--- config.mk ---
export PLATFORM = sky130hd
export DESIGN_NAME = serial_tx_unit
export DESIGN_NICKNAME = d
export VERILOG_FILES = /design/src/rtl/stx_pkg.sv /design/src/rtl/stx_baud.sv /design/src/rtl/stx_shifter.sv /design/src/rtl/stx_regs.sv /design/src/rtl/serial_tx_unit.sv
export SDC_FILE = /design/constraint.sdc
export NUM_CORES = 1
export LEC_CHECK = 0
export ABC_AREA = 1
export ABC_CLOCK_PERIOD_IN_PS = 5700
export BUFFER_PORTS_ARGS = -buffer_cell sky130_fd_sc_hd__buf_4
export CAP_MARGIN = 20
export CORE_MARGIN = 5
export CORE_UTILIZATION = 40
export CTS_BUF_LIST = sky130_fd_sc_hd__clkbuf_8
export CTS_CLUSTER_DIAMETER = 80
export CTS_CLUSTER_SIZE = 28
export DETAILED_ROUTE_END_ITERATION = 10
export MAX_ROUTING_LAYER = met4
export SYNTH_ARGS = -nofsm -noshare
export SYNTH_HDL_FRONTEND = slang
export SYNTH_SLANG_ARGS = --single-unit
--- constraint.sdc ---
create_clock -name clk -period 5.7 [get_ports clk]
set_clock_uncertainty 0.05 [all_clocks]
set_input_delay 0.285 -clock clk [delete_from_list [all_inputs] [get_ports clk]]
set_output_delay 0.285 -clock clk [all_outputs]
set_load 0.005 [all_outputs]
--- src/rtl/stx_pkg.sv ---
package stx_pkg;

    localparam int ADDR_W  = 3;
    localparam int DIV_W   = 16;
    localparam int MAXDATA = 9;
    localparam int FRAME_W = 1 + MAXDATA + 1 + 2;
    localparam int LEN_W   = $clog2(FRAME_W + 1);

    typedef enum logic [ADDR_W-1:0] {
        A_DATA = 3'd0,
        A_STAT = 3'd1,
        A_CTRL = 3'd2,
        A_FMT  = 3'd3,
        A_DIVL = 3'd4,
        A_DIVH = 3'd5
    } reg_addr_e;

    typedef enum logic [1:0] {
        PAR_OFF  = 2'd0,
        PAR_OFF2 = 2'd1,
        PAR_EVEN = 2'd2,
        PAR_ODD  = 2'd3
    } par_mode_e;

    // control register layout, msb first
    typedef struct packed {
        logic      ninth;
        par_mode_e par;
        logic      stop2;
        logic      dbl;
        logic      ie_done;
        logic      ie_empty;
        logic      tx_en;
    } ctrl_t;

    typedef struct packed {
        logic [FRAME_W-1:0] bits;
        logic [LEN_W-1:0]   len;
    } frame_t;

    function automatic int char_bits(input logic [2:0] code);
        case (code)
            3'd0:    return 5;
            3'd1:    return 6;
            3'd2:    return 7;
            3'd7:    return 9;
            default: return 8;
        endcase
    endfunction

    // lay out one frame, first bit on the line in bit 0
    function automatic frame_t build_frame(input logic [MAXDATA-1:0] d,
                                           input logic [2:0] code,
                                           input par_mode_e par,
                                           input logic stop2);
        frame_t f;
        int     n;
        int     pos;
        logic   p;
        n       = char_bits(code);
        f.bits  = '1;
        f.bits[0] = 1'b0;
        p       = 1'b0;
        for (int i = 0; i < MAXDATA; i++) begin
            if (i < n) begin
                f.bits[1+i] = d[i];
                p = p ^ d[i];
            end
        end
        pos = 1 + n;
        if (par == PAR_EVEN) begin
            f.bits[pos] = p;
            pos = pos + 1;
        end else if (par == PAR_ODD) begin
            f.bits[pos] = ~p;
            pos = pos + 1;
        end
        pos   = pos + 1 + int'(stop2);
        f.len = LEN_W'(pos);
        return f;
    endfunction

endpackage

--- src/rtl/stx_baud.sv ---
module stx_baud
    import stx_pkg::*;
#(
    parameter int OS_NORMAL = 16,
    parameter int OS_DOUBLE = 8
) (
    input  logic             clk,
    input  logic             rst,
    input  logic             restart,
    input  logic [DIV_W-1:0] div,
    input  logic             dbl,
    output logic             bit_end
);
    localparam int OS_W = $clog2(OS_NORMAL);

    logic [DIV_W-1:0] pre_cnt;
    logic [OS_W-1:0]  os_cnt;
    logic [OS_W-1:0]  os_top;
    logic             pre_tick;

    assign os_top   = dbl ? OS_W'(OS_DOUBLE - 1) : OS_W'(OS_NORMAL - 1);
    assign pre_tick = (pre_cnt == div);
    assign bit_end  = pre_tick && (os_cnt == os_top);

    always_ff @(posedge clk) begin
        if (rst || restart) begin
            pre_cnt <= '0;
            os_cnt  <= '0;
        end else if (pre_tick) begin
            pre_cnt <= '0;
            os_cnt  <= (os_cnt >= os_top) ? '0 : os_cnt + 1'b1;
        end else begin
            pre_cnt <= pre_cnt + 1'b1;
        end
    end
endmodule

--- src/rtl/stx_shifter.sv ---
module stx_shifter
    import stx_pkg::*;
(
    input  logic       clk,
    input  logic       rst,
    input  logic       load,
    input  logic [7:0] wdata,
    input  logic       ninth,
    input  logic [2:0] code,
    input  par_mode_e  par,
    input  logic       stop2,
    input  logic       bit_end,
    output logic       txd,
    output logic       active,
    output logic       pending,
    output logic       frame_done,
    output logic       frame_start
);
    logic [FRAME_W-1:0] shreg;
    logic [LEN_W-1:0]   left;
    logic [MAXDATA-1:0] hold;
    logic [MAXDATA-1:0] src;
    logic               last;
    frame_t             nf;

    assign last        = active && bit_end && (left == LEN_W'(1));
    assign frame_start = (!active && load) || (last && (pending || load));
    assign frame_done  = last && !pending && !load;
    assign src         = pending ? hold : {ninth, wdata};

    always_comb begin
        nf = build_frame(src, code, par, stop2);
    end

    always_ff @(posedge clk) begin
        if (rst) begin
            active <= 1'b0;
            txd    <= 1'b1;
            shreg  <= '1;
            left   <= '0;
        end else if (frame_start) begin
            active <= 1'b1;
            txd    <= nf.bits[0];
            shreg  <= nf.bits >> 1;
            left   <= nf.len;
        end else if (active && bit_end) begin
            if (left == LEN_W'(1)) begin
                active <= 1'b0;
                txd    <= 1'b1;
            end else begin
                txd   <= shreg[0];
                shreg <= shreg >> 1;
                left  <= left - 1'b1;
            end
        end
    end

    always_ff @(posedge clk) begin
        if (rst) begin
            pending <= 1'b0;
            hold    <= '0;
        end else if (load && active && !(last && !pending)) begin
            hold    <= {ninth, wdata};
            pending <= 1'b1;
        end else if (last && pending) begin
            pending <= 1'b0;
        end
    end
endmodule

--- src/rtl/stx_regs.sv ---
module stx_regs
    import stx_pkg::*;
(
    input  logic              clk,
    input  logic              rst,
    input  logic              we,
    input  logic [ADDR_W-1:0] addr,
    input  logic [7:0]        wdata,
    input  logic              frame_done,
    input  logic              busy,
    output logic [7:0]        rdata,
    output ctrl_t             ctrl,
    output logic [2:0]        code,
    output logic [DIV_W-1:0]  div,
    output logic              div_wr,
    output logic              data_ld,
    output logic              dre,
    output logic              tc
);
    reg_addr_e  a;
    logic [7:0] data_q;
    logic       ie_rise;
    logic       tc_clr;
    logic       ends_ok;

    assign a       = reg_addr_e'(addr);
    assign data_ld = we && (a == A_DATA);
    assign div_wr  = we && ((a == A_DIVL) || (a == A_DIVH));
    assign ie_rise = we && (a == A_CTRL) && wdata[1] && !ctrl.ie_empty;
    assign tc_clr  = we && (a == A_STAT) && wdata[1];
    assign ends_ok = frame_done && ctrl.tx_en;

    always_ff @(posedge clk) begin
        if (rst) begin
            ctrl   <= '0;
            code   <= 3'd3;
            div    <= '0;
            data_q <= '0;
        end else if (we) begin
            case (a)
                A_DATA:  data_q     <= wdata;
                A_CTRL:  ctrl       <= ctrl_t'(wdata);
                A_FMT:   code       <= wdata[2:0];
                A_DIVL:  div[7:0]   <= wdata;
                A_DIVH:  div[15:8]  <= wdata;
                default: ;
            endcase
        end
    end

    always_ff @(posedge clk) begin
        if (rst) begin
            dre <= 1'b1;
            tc  <= 1'b0;
        end else begin
            if (data_ld)
                dre <= 1'b0;
            else if (ends_ok || (ie_rise && !busy))
                dre <= 1'b1;

            if (ends_ok)
                tc <= 1'b1;
            else if (tc_clr)
                tc <= 1'b0;
        end
    end

    always_comb begin
        case (a)
            A_DATA:  rdata = data_q;
            A_STAT:  rdata = {6'b0, tc, dre};
            A_CTRL:  rdata = ctrl;
            A_FMT:   rdata = {5'b0, code};
            A_DIVL:  rdata = div[7:0];
            A_DIVH:  rdata = div[15:8];
            default: rdata = 8'h00;
        endcase
    end
endmodule

--- src/rtl/serial_tx_unit.sv ---
module serial_tx_unit
    import stx_pkg::*;
#(
    parameter int OS_NORMAL = 16,
    parameter int OS_DOUBLE = 8
) (
    input  logic              clk,
    input  logic              rst,
    input  logic              bus_we,
    input  logic [ADDR_W-1:0] bus_addr,
    input  logic [7:0]        bus_wdata,
    output logic [7:0]        bus_rdata,
    output logic              txd,
    output logic              irq_empty,
    output logic              irq_done
);
    ctrl_t            ctrl_q;
    logic [2:0]       code_q;
    logic [DIV_W-1:0] div_q;
    logic             div_wr;
    logic             data_ld;
    logic             dre_flag;
    logic             tc_flag;
    logic             sh_active;
    logic             sh_pending;
    logic             sh_done;
    logic             sh_start;
    logic             bit_end;
    logic             ie_empty_w;
    logic             tx_en_w;

    assign ie_empty_w = ctrl_q.ie_empty;
    assign tx_en_w    = ctrl_q.tx_en;
    assign irq_empty  = dre_flag && ctrl_q.ie_empty;
    assign irq_done   = tc_flag && ctrl_q.ie_done;

    stx_regs u_regs (
        .clk        (clk),
        .rst        (rst),
        .we         (bus_we),
        .addr       (bus_addr),
        .wdata      (bus_wdata),
        .frame_done (sh_done),
        .busy       (sh_active || sh_pending),
        .rdata      (bus_rdata),
        .ctrl       (ctrl_q),
        .code       (code_q),
        .div        (div_q),
        .div_wr     (div_wr),
        .data_ld    (data_ld),
        .dre        (dre_flag),
        .tc         (tc_flag)
    );

    stx_baud #(
        .OS_NORMAL (OS_NORMAL),
        .OS_DOUBLE (OS_DOUBLE)
    ) u_baud (
        .clk     (clk),
        .rst     (rst),
        .restart (sh_start || div_wr),
        .div     (div_q),
        .dbl     (ctrl_q.dbl),
        .bit_end (bit_end)
    );

    stx_shifter u_shift (
        .clk         (clk),
        .rst         (rst),
        .load        (data_ld),
        .wdata       (bus_wdata),
        .ninth       (ctrl_q.ninth),
        .code        (code_q),
        .par         (ctrl_q.par),
        .stop2       (ctrl_q.stop2),
        .bit_end     (bit_end),
        .txd         (txd),
        .active      (sh_active),
        .pending     (sh_pending),
        .frame_done  (sh_done),
        .frame_start (sh_start)
    );
endmodule

# Word-level counts from Yosys, hierarchy flattened
# Cells that the tools add are included.
# totals
regBits	86
inputBits	14
output_inout_bits	11
wordCells	162
# classes
add_sub_neg	7
magnitude_cmp	12
eq_ne	14
mux	49
n_bitwise	9
n_reduce_logical	50
# ops
operator	n
13-bit 2-to-1 mux	5
8-bit case mux with 6 select lines	1
1-bit 2-to-1 mux	31
4-bit 2-to-1 mux	7
13-bit bitwise mux	2
1-bit logical AND	22
16-bit by 1-bit adder with 16-bit output, second input constant	1
16-bit == test	1
3-bit by 4-bit less-than comparator with 1-bit output, first input constant	4
4-bit case mux with 4 select lines	1
2-bit AND reduction	7
2-bit nonzero test	5
3-bit by 2-bit == test with 1-bit output, second input constant	3
3-bit == test, second input constant	3
9-bit 2-to-1 mux	1
4-bit by 1-bit adder with 4-bit output, second input constant	2
1-bit by 4-bit less-than comparator with 1-bit output, first input constant	2
2-bit by 4-bit less-than comparator with 1-bit output, first input constant	2
1-bit XOR	8
1-bit logical OR	7
3-bit by 1-bit == test with 1-bit output, second input constant	2
1-bit zero test	6
3-bit zero test	2
1-bit by 4-bit adder with 5-bit output, first input constant	1
14 further kinds	15

# Depth between registers and ports, before layout
# depth
ltp_word	25
mapped_depth	22
ltp_nobuf	22

# Cells and area by module
# From an unflattened synthesis, not the netlist that was laid out.
# hier_totals
hier_cells	921
area_unflattened_um2	5726.7
# modules_own_cells
module	n_inst	cells_per_inst	area_each_um2	seq_area_each_um2
stx_shifter	1	437	2620.0	580.6
stx_regs	1	260	1726.7	740.7
stx_baud	1	214	1342.5	400.4
serial_tx_unit	1	10	37.5	0.0

# Worst setup path after synthesis
# OpenSTA, ideal clock, no wires.
# synth_timing
path_type	flip-flop to flip-flop
start	reg u_regs.code[0]
end	reg u_shift.shreg[3]
setup_ns	0.121
arrival_time_ns	2.184
required_ns	5.529
path_slack_ns	3.345
path_stages_with_launch	21
path_buffers	0
period_less_slack_ns	2.355
path_cell_list	dfxtp_1 > nand2_1 > nand2_1 > inv_1 > o21ai_0 > inv_1 > ha_1 > inv_1 > nand3_1 > nand2_1 > nand3_1 > nand2_1 > nand3_1 > nand2_1 > nand2_1 > nand2_2 > nand2_1 > o21ai_2 > nand2_1 > nand2_1 > nand3_1
# synth_via
elab_chain_cells	25
word_cells_on_any_way	44
# synth_lines
element	line_no	text
start, declared	stx_regs.sv:13	output logic [2:0] code,
start signal, assigned	stx_regs.sv:43	A_FMT: code <= wdata[2:0];
3-bit == test (tied with other cells)	stx_pkg.sv:42	case (code)
4-bit case mux with 4 select lines *	stx_pkg.sv:42	
1-bit by 4-bit less-than comparator with 1-bit output	stx_pkg.sv:65	if (i < n) begin
1-bit 2-to-1 mux	stx_pkg.sv:65	
1-bit XOR	stx_pkg.sv:67	p = p ^ d[i];
1-bit 2-to-1 mux	stx_pkg.sv:65	
1-bit XOR	stx_pkg.sv:67	
1-bit 2-to-1 mux	stx_pkg.sv:65	
[... 9 more ...]	n/a	
1-bit 2-to-1 mux	stx_pkg.sv:65	
1-bit XOR	stx_pkg.sv:67	
1-bit 2-to-1 mux	stx_pkg.sv:65	
1-bit inverter	stx_pkg.sv:75	f.bits[pos] = ~p;
13-bit bitwise mux	stx_pkg.sv:75	
13-bit 2-to-1 mux	stx_pkg.sv:74	end else if (par == PAR_ODD) begin
13-bit 2-to-1 mux *	stx_pkg.sv:71	if (par == PAR_EVEN) begin
13-bit 2-to-1 mux *	stx_shifter.sv:41	end else if (frame_start) begin
end signal, assigned	stx_shifter.sv:44	shreg <= nf.bits >> 1;
end signal, assigned	stx_shifter.sv:52	shreg <= shreg >> 1;
end, declared	stx_shifter.sv:19	logic [FRAME_W-1:0] shreg;
# Every way passes the cells marked *; elsewhere a longest branch is shown, timed or not.
# A chain may end at the register's enable or synchronous reset.

# Final worst setup path
# layout_timing
start	reg u_regs.code[0]
end	reg u_shift.shreg[4]
# The elaborated chain is that of the path after synthesis.

==> summary by stage <==
Outcome
The flow ran to the end, and the final reports show no timing, DRC or antenna violations.

Synthesis
The area of the mapped netlist is 0.00498 mm^2. Ranked by total cell area, the synthesized netlist is headed by sky130_fd_sc_hd__dfxtp_1 35%, sky130_fd_sc_hd__nand2_1 15%, sky130_fd_sc_hd__inv_1 7.6%. The count of flip-flops with a built-in enable after synthesis is 0. In the synthesized netlist the async set-or-reset flop fraction comes to 0. The count of mapped cells out of synthesis is 741. Yosys mapped the design onto 38 distinct sky130hd cell types. The synthesized flop and latch total is 86.

The share of the synthesized area in the top cell type is 0.346. A synthesized cell averages 6.72 um^2. The main flop type after synthesis is sky130_fd_sc_hd__dfxtp_1. Ranked by instance count, the synthesized netlist is headed by 203 x sky130_fd_sc_hd__nand2_1, 101 x sky130_fd_sc_hd__inv_1, 86 x sky130_fd_sc_hd__dfxtp_1, 68 x sky130_fd_sc_hd__a21oi_1, 52 x sky130_fd_sc_hd__nor2_1.

The sequential area share after synthesis is 0.346. The synthesized design spends more area on one cell type than any other, namely sky130_fd_sc_hd__dfxtp_1. For this run, the number of Yosys warnings is 0. sky130_fd_sc_hd__nand2_1 is the most common cell in the netlist. The synthesized netlist net count is 768.

Timing
The final count of negative-setup-slack endpoints is 0. At the pin with the least slew margin, the transition time is 0.966 ns. The setup TNS is 0 ns.

The number of hold violations in the final report is 0. Setup repair after global routing left no endpoint under its margin. Of the available clock period, the critical path in the final layout requires 0.524.

Derived from the worst setup path, the maximum achievable clock frequency is 335 MHz. Headroom to the max-slew limit came out at 0.352. The number of max-slew violations in the final report is 0. The tightest hold path in the finished design has a slack of 0.160 ns. The final period demand of the worst path is 2.99 ns.

Floorplanning
The effective utilization at floorplan is 0.411. In this run the horizontal extent of the chip is 122 um. The die outline area is 0.0148 mm^2. The initialized floorplan defines 40 standard-cell rows. The die is 122 um tall. The number of placed I/O pins is 25.

The floorplan step defined a core boundary enclosing 0.0121 mm^2.

Global routing
After global routing the overflow that remains totals 0. The total global-route track usage is 0.192. The first global-routing pass estimated 22.1 mm of wire. The number of antenna violations at the first check in global routing is 0. Entering global routing, the biggest net connects 37 pins. The number of global-route vias before repair was 4398.

Hold path
The min-delay analysis places its worst path in the category in -> reg.

Route
The first-pass iteration count of the detailed router is 5. The average wire per standard cell is 14.3 um. The remaining antenna violation count after routing is 0. Dividing the detail-routed via count by the number of cells gives 5.01.

The routed layout has 4654 vias. The DRC violation count after routing is 0. After the first detailed-routing iteration, the DRC count stood at 433.

Summed over all layers, the routed wires come to 13.3 mm.

CTS
Once the clock tree was built, the setup fixing pass inserted 0 buffers. The number of hold buffers added after CTS was 0. The number of buffers added by the clock tree synthesis step is 9. The count of instances resized after the clock tree is built is 0. The clock slew seen by the registers of the worst setup and hold paths is 0.09 ns. TritonCTS built the clock tree. The H-tree was split into 3 levels. The clock sink total is 86. The source-to-sink clock delay at the later pin of the worst-skew pair is 0.38 ns. The buffer type at the clock tree root is sky130_fd_sc_hd__clkbuf_8. The longest clock path from root to sink contains 2 buffers.

Setup path
The critical path ends at u_shift.shreg[4]. The type of element capturing the critical path is a flop. The critical path class is reg -> reg.

Data on the critical path arrives at its endpoint at 3.20 ns. The endpoint identified for the worst register-to-register timing path is u_shift.shreg[4]. The critical path data required time is 5.92 ns. The worst register-to-register path has a setup slack of 2.71 ns.

Of all nets on the critical path, the largest fanout is 7. For the worst flop-to-flop path, the logic depth is 20. The start point of the critical path is u_regs.code[0]. STA classifies the critical path startpoint as a flop. The startpoint identified for the worst register-to-register timing path is u_regs.code[0].

Layout
The layout net count is 783. The repair_antennas step left the layout with diodes totalling 0. The signed area change from the synthesized netlist to the final layout is 10.3%. The final design instance area without fill is 0.00549 mm^2.

In the final layout, the share of cells above drive strength 1 is 0.114.

Place
The number of buffers inserted by port buffering is 24. Summed over all nets, the half-perimeter wirelength after detailed placement is 10.1 mm. The placer's final routability congestion estimate is 0.915.

Summing all placed instances gives a cell area of 0.00525 mm^2.

Power and ir drop
The worst voltage drop across the vdd grid is 0.104 mV. The static leakage power is 2.44 nW. The total power density per cell area is 241 mW/mm^2.

Job
The tool flagged a number of max-cap violations equal to 0.
## stage by stage
step | setup slack [ns] | std cells | util | total power [mW]
6_report | 2.71 | 929 | 0.454 | 1.32
5_1_grt | 2.35 | 929 | 0.454 | 1.38
4_1_cts | 2.73 | 928 | 0.452 | 1.33
3_5_place_dp | 2.45 | 912 | 0.433 | 0.832
3_3_place_gp | 2.58 | 912 | 0.433 | 0.829
2_1_floorplan | 3.34 | 741 | - | 0.787
## flip-flops by register name, indices dropped and copies added (netlist names), 3 cells and up
signal	flops
u_baud.os_cnt	4
u_regs.div	16
u_regs.code	3
u_baud.pre_cnt	16
u_shift.shreg	13
u_shift.left	4
u_regs.data_q	8
u_regs.ctrl	8
u_shift.hold	9
## cells in the final DEF, fill, tap and decap left out, drive strengths merged
cell type / n
nand3: 47
clkinv: 2
a21oi: 71
o21ai: 52
nand2: 213
o221ai: 2
xor2: 20
inv: 114
bufinv: 2
nor3: 8
or2: 3
nor4: 1
o211ai: 4
nor2: 65
xnor2: 3
o2111ai: 3
buf: 25
o22ai: 4
a211oi: 1
dfxtp: 86
clkbuf: 11
a221oi: 3
nand4: 5
ha: 13
a22oi: 1
a31oi: 2
## cell families (layout without fill, tap and decap cells)
family,after synthesis,after routing,synth area share
XOR/XNOR,23,23,0.0404
AND/OR/NAND/NOR,342,342,0.312
adder cells (fa/ha/maj),13,13,0.0327
AO/OA/AOI/OAI,143,143,0.159
buffers and inverters,134,154,0.111
flip-flops,86,86,0.346
## cell type report
cell class / count / area (um^2)
Clock buffer: 11 / 151
Clock inverter: 5 / 81.3
Fill cell: 1294 / 6620
Inverter: 113 / 424
Multi-Input combinational cell: 521 / 2710
Sequential cell: 86 / 1720
Tap cell: 168 / 210
Timing Repair Buffer: 25 / 195
## worst min path at each step
stage	start	end	slack, ns	cells past startpoint
2_1_floorplan	u_shift.shreg[12]	u_shift.shreg[12]	0.37	2
3_3_place_gp	u_shift.shreg[12]	u_shift.shreg[12]	0.40	2
3_5_place_dp	u_shift.shreg[12]	u_shift.shreg[12]	0.40	2
4_1_cts	bus_wdata[7]	u_regs.data_q[7]	0.15	3
5_1_grt	bus_wdata[6]	u_regs.data_q[6]	0.18	3
6_report	bus_wdata[7]	u_regs.data_q[7]	0.16	3
## worst max-delay path: stages, from the launching register on
cell	delay, ns
sky130_fd_sc_hd__dfxtp_1	0.44
sky130_fd_sc_hd__nand2_1	0.14
sky130_fd_sc_hd__nand2_1	0.15
sky130_fd_sc_hd__inv_1	0.10
sky130_fd_sc_hd__o21ai_0	0.27
sky130_fd_sc_hd__inv_1	0.19
sky130_fd_sc_hd__ha_1	0.26
sky130_fd_sc_hd__inv_1	0.08
sky130_fd_sc_hd__nand3_1	0.13
sky130_fd_sc_hd__nand2_1	0.09
sky130_fd_sc_hd__nand3_1	0.06
sky130_fd_sc_hd__nand2_1	0.08
sky130_fd_sc_hd__nand3_1	0.10
sky130_fd_sc_hd__nand2_1	0.08
sky130_fd_sc_hd__nand2_1	0.06
sky130_fd_sc_hd__nand2_2	0.13
sky130_fd_sc_hd__nand2_1	0.11
sky130_fd_sc_hd__o21ai_2	0.13
sky130_fd_sc_hd__nand2_1	0.08
sky130_fd_sc_hd__nand2_1	0.10
sky130_fd_sc_hd__nand3_1	0.07
## routing by layer
| metal | wire (um) | part of all wire | up-vias | GRT usage |
|---|---|---|---|---|
| met4 | 223 | 0.017 | 0 | 0.0623 |
| met5 | 0 | 0 | - | - |
| li1 | - | - | 2392 | - |
| met2 | 6060 | 0.46 | 99 | 0.304 |
| met1 | 6380 | 0.48 | 2147 | 0.255 |
| met3 | 608 | 0.046 | 16 | 0.0255 |
## where the power goes
part	leakage [nW]	internal, mW	switching, mW	total, mW
clock network	0.121	0.272	0.229	0.501
logic	1.62	0.0622	0.126	0.188
registers	0.697	0.619	0.0160	0.635
Note: power is estimated with default switching activity, not from simulation.
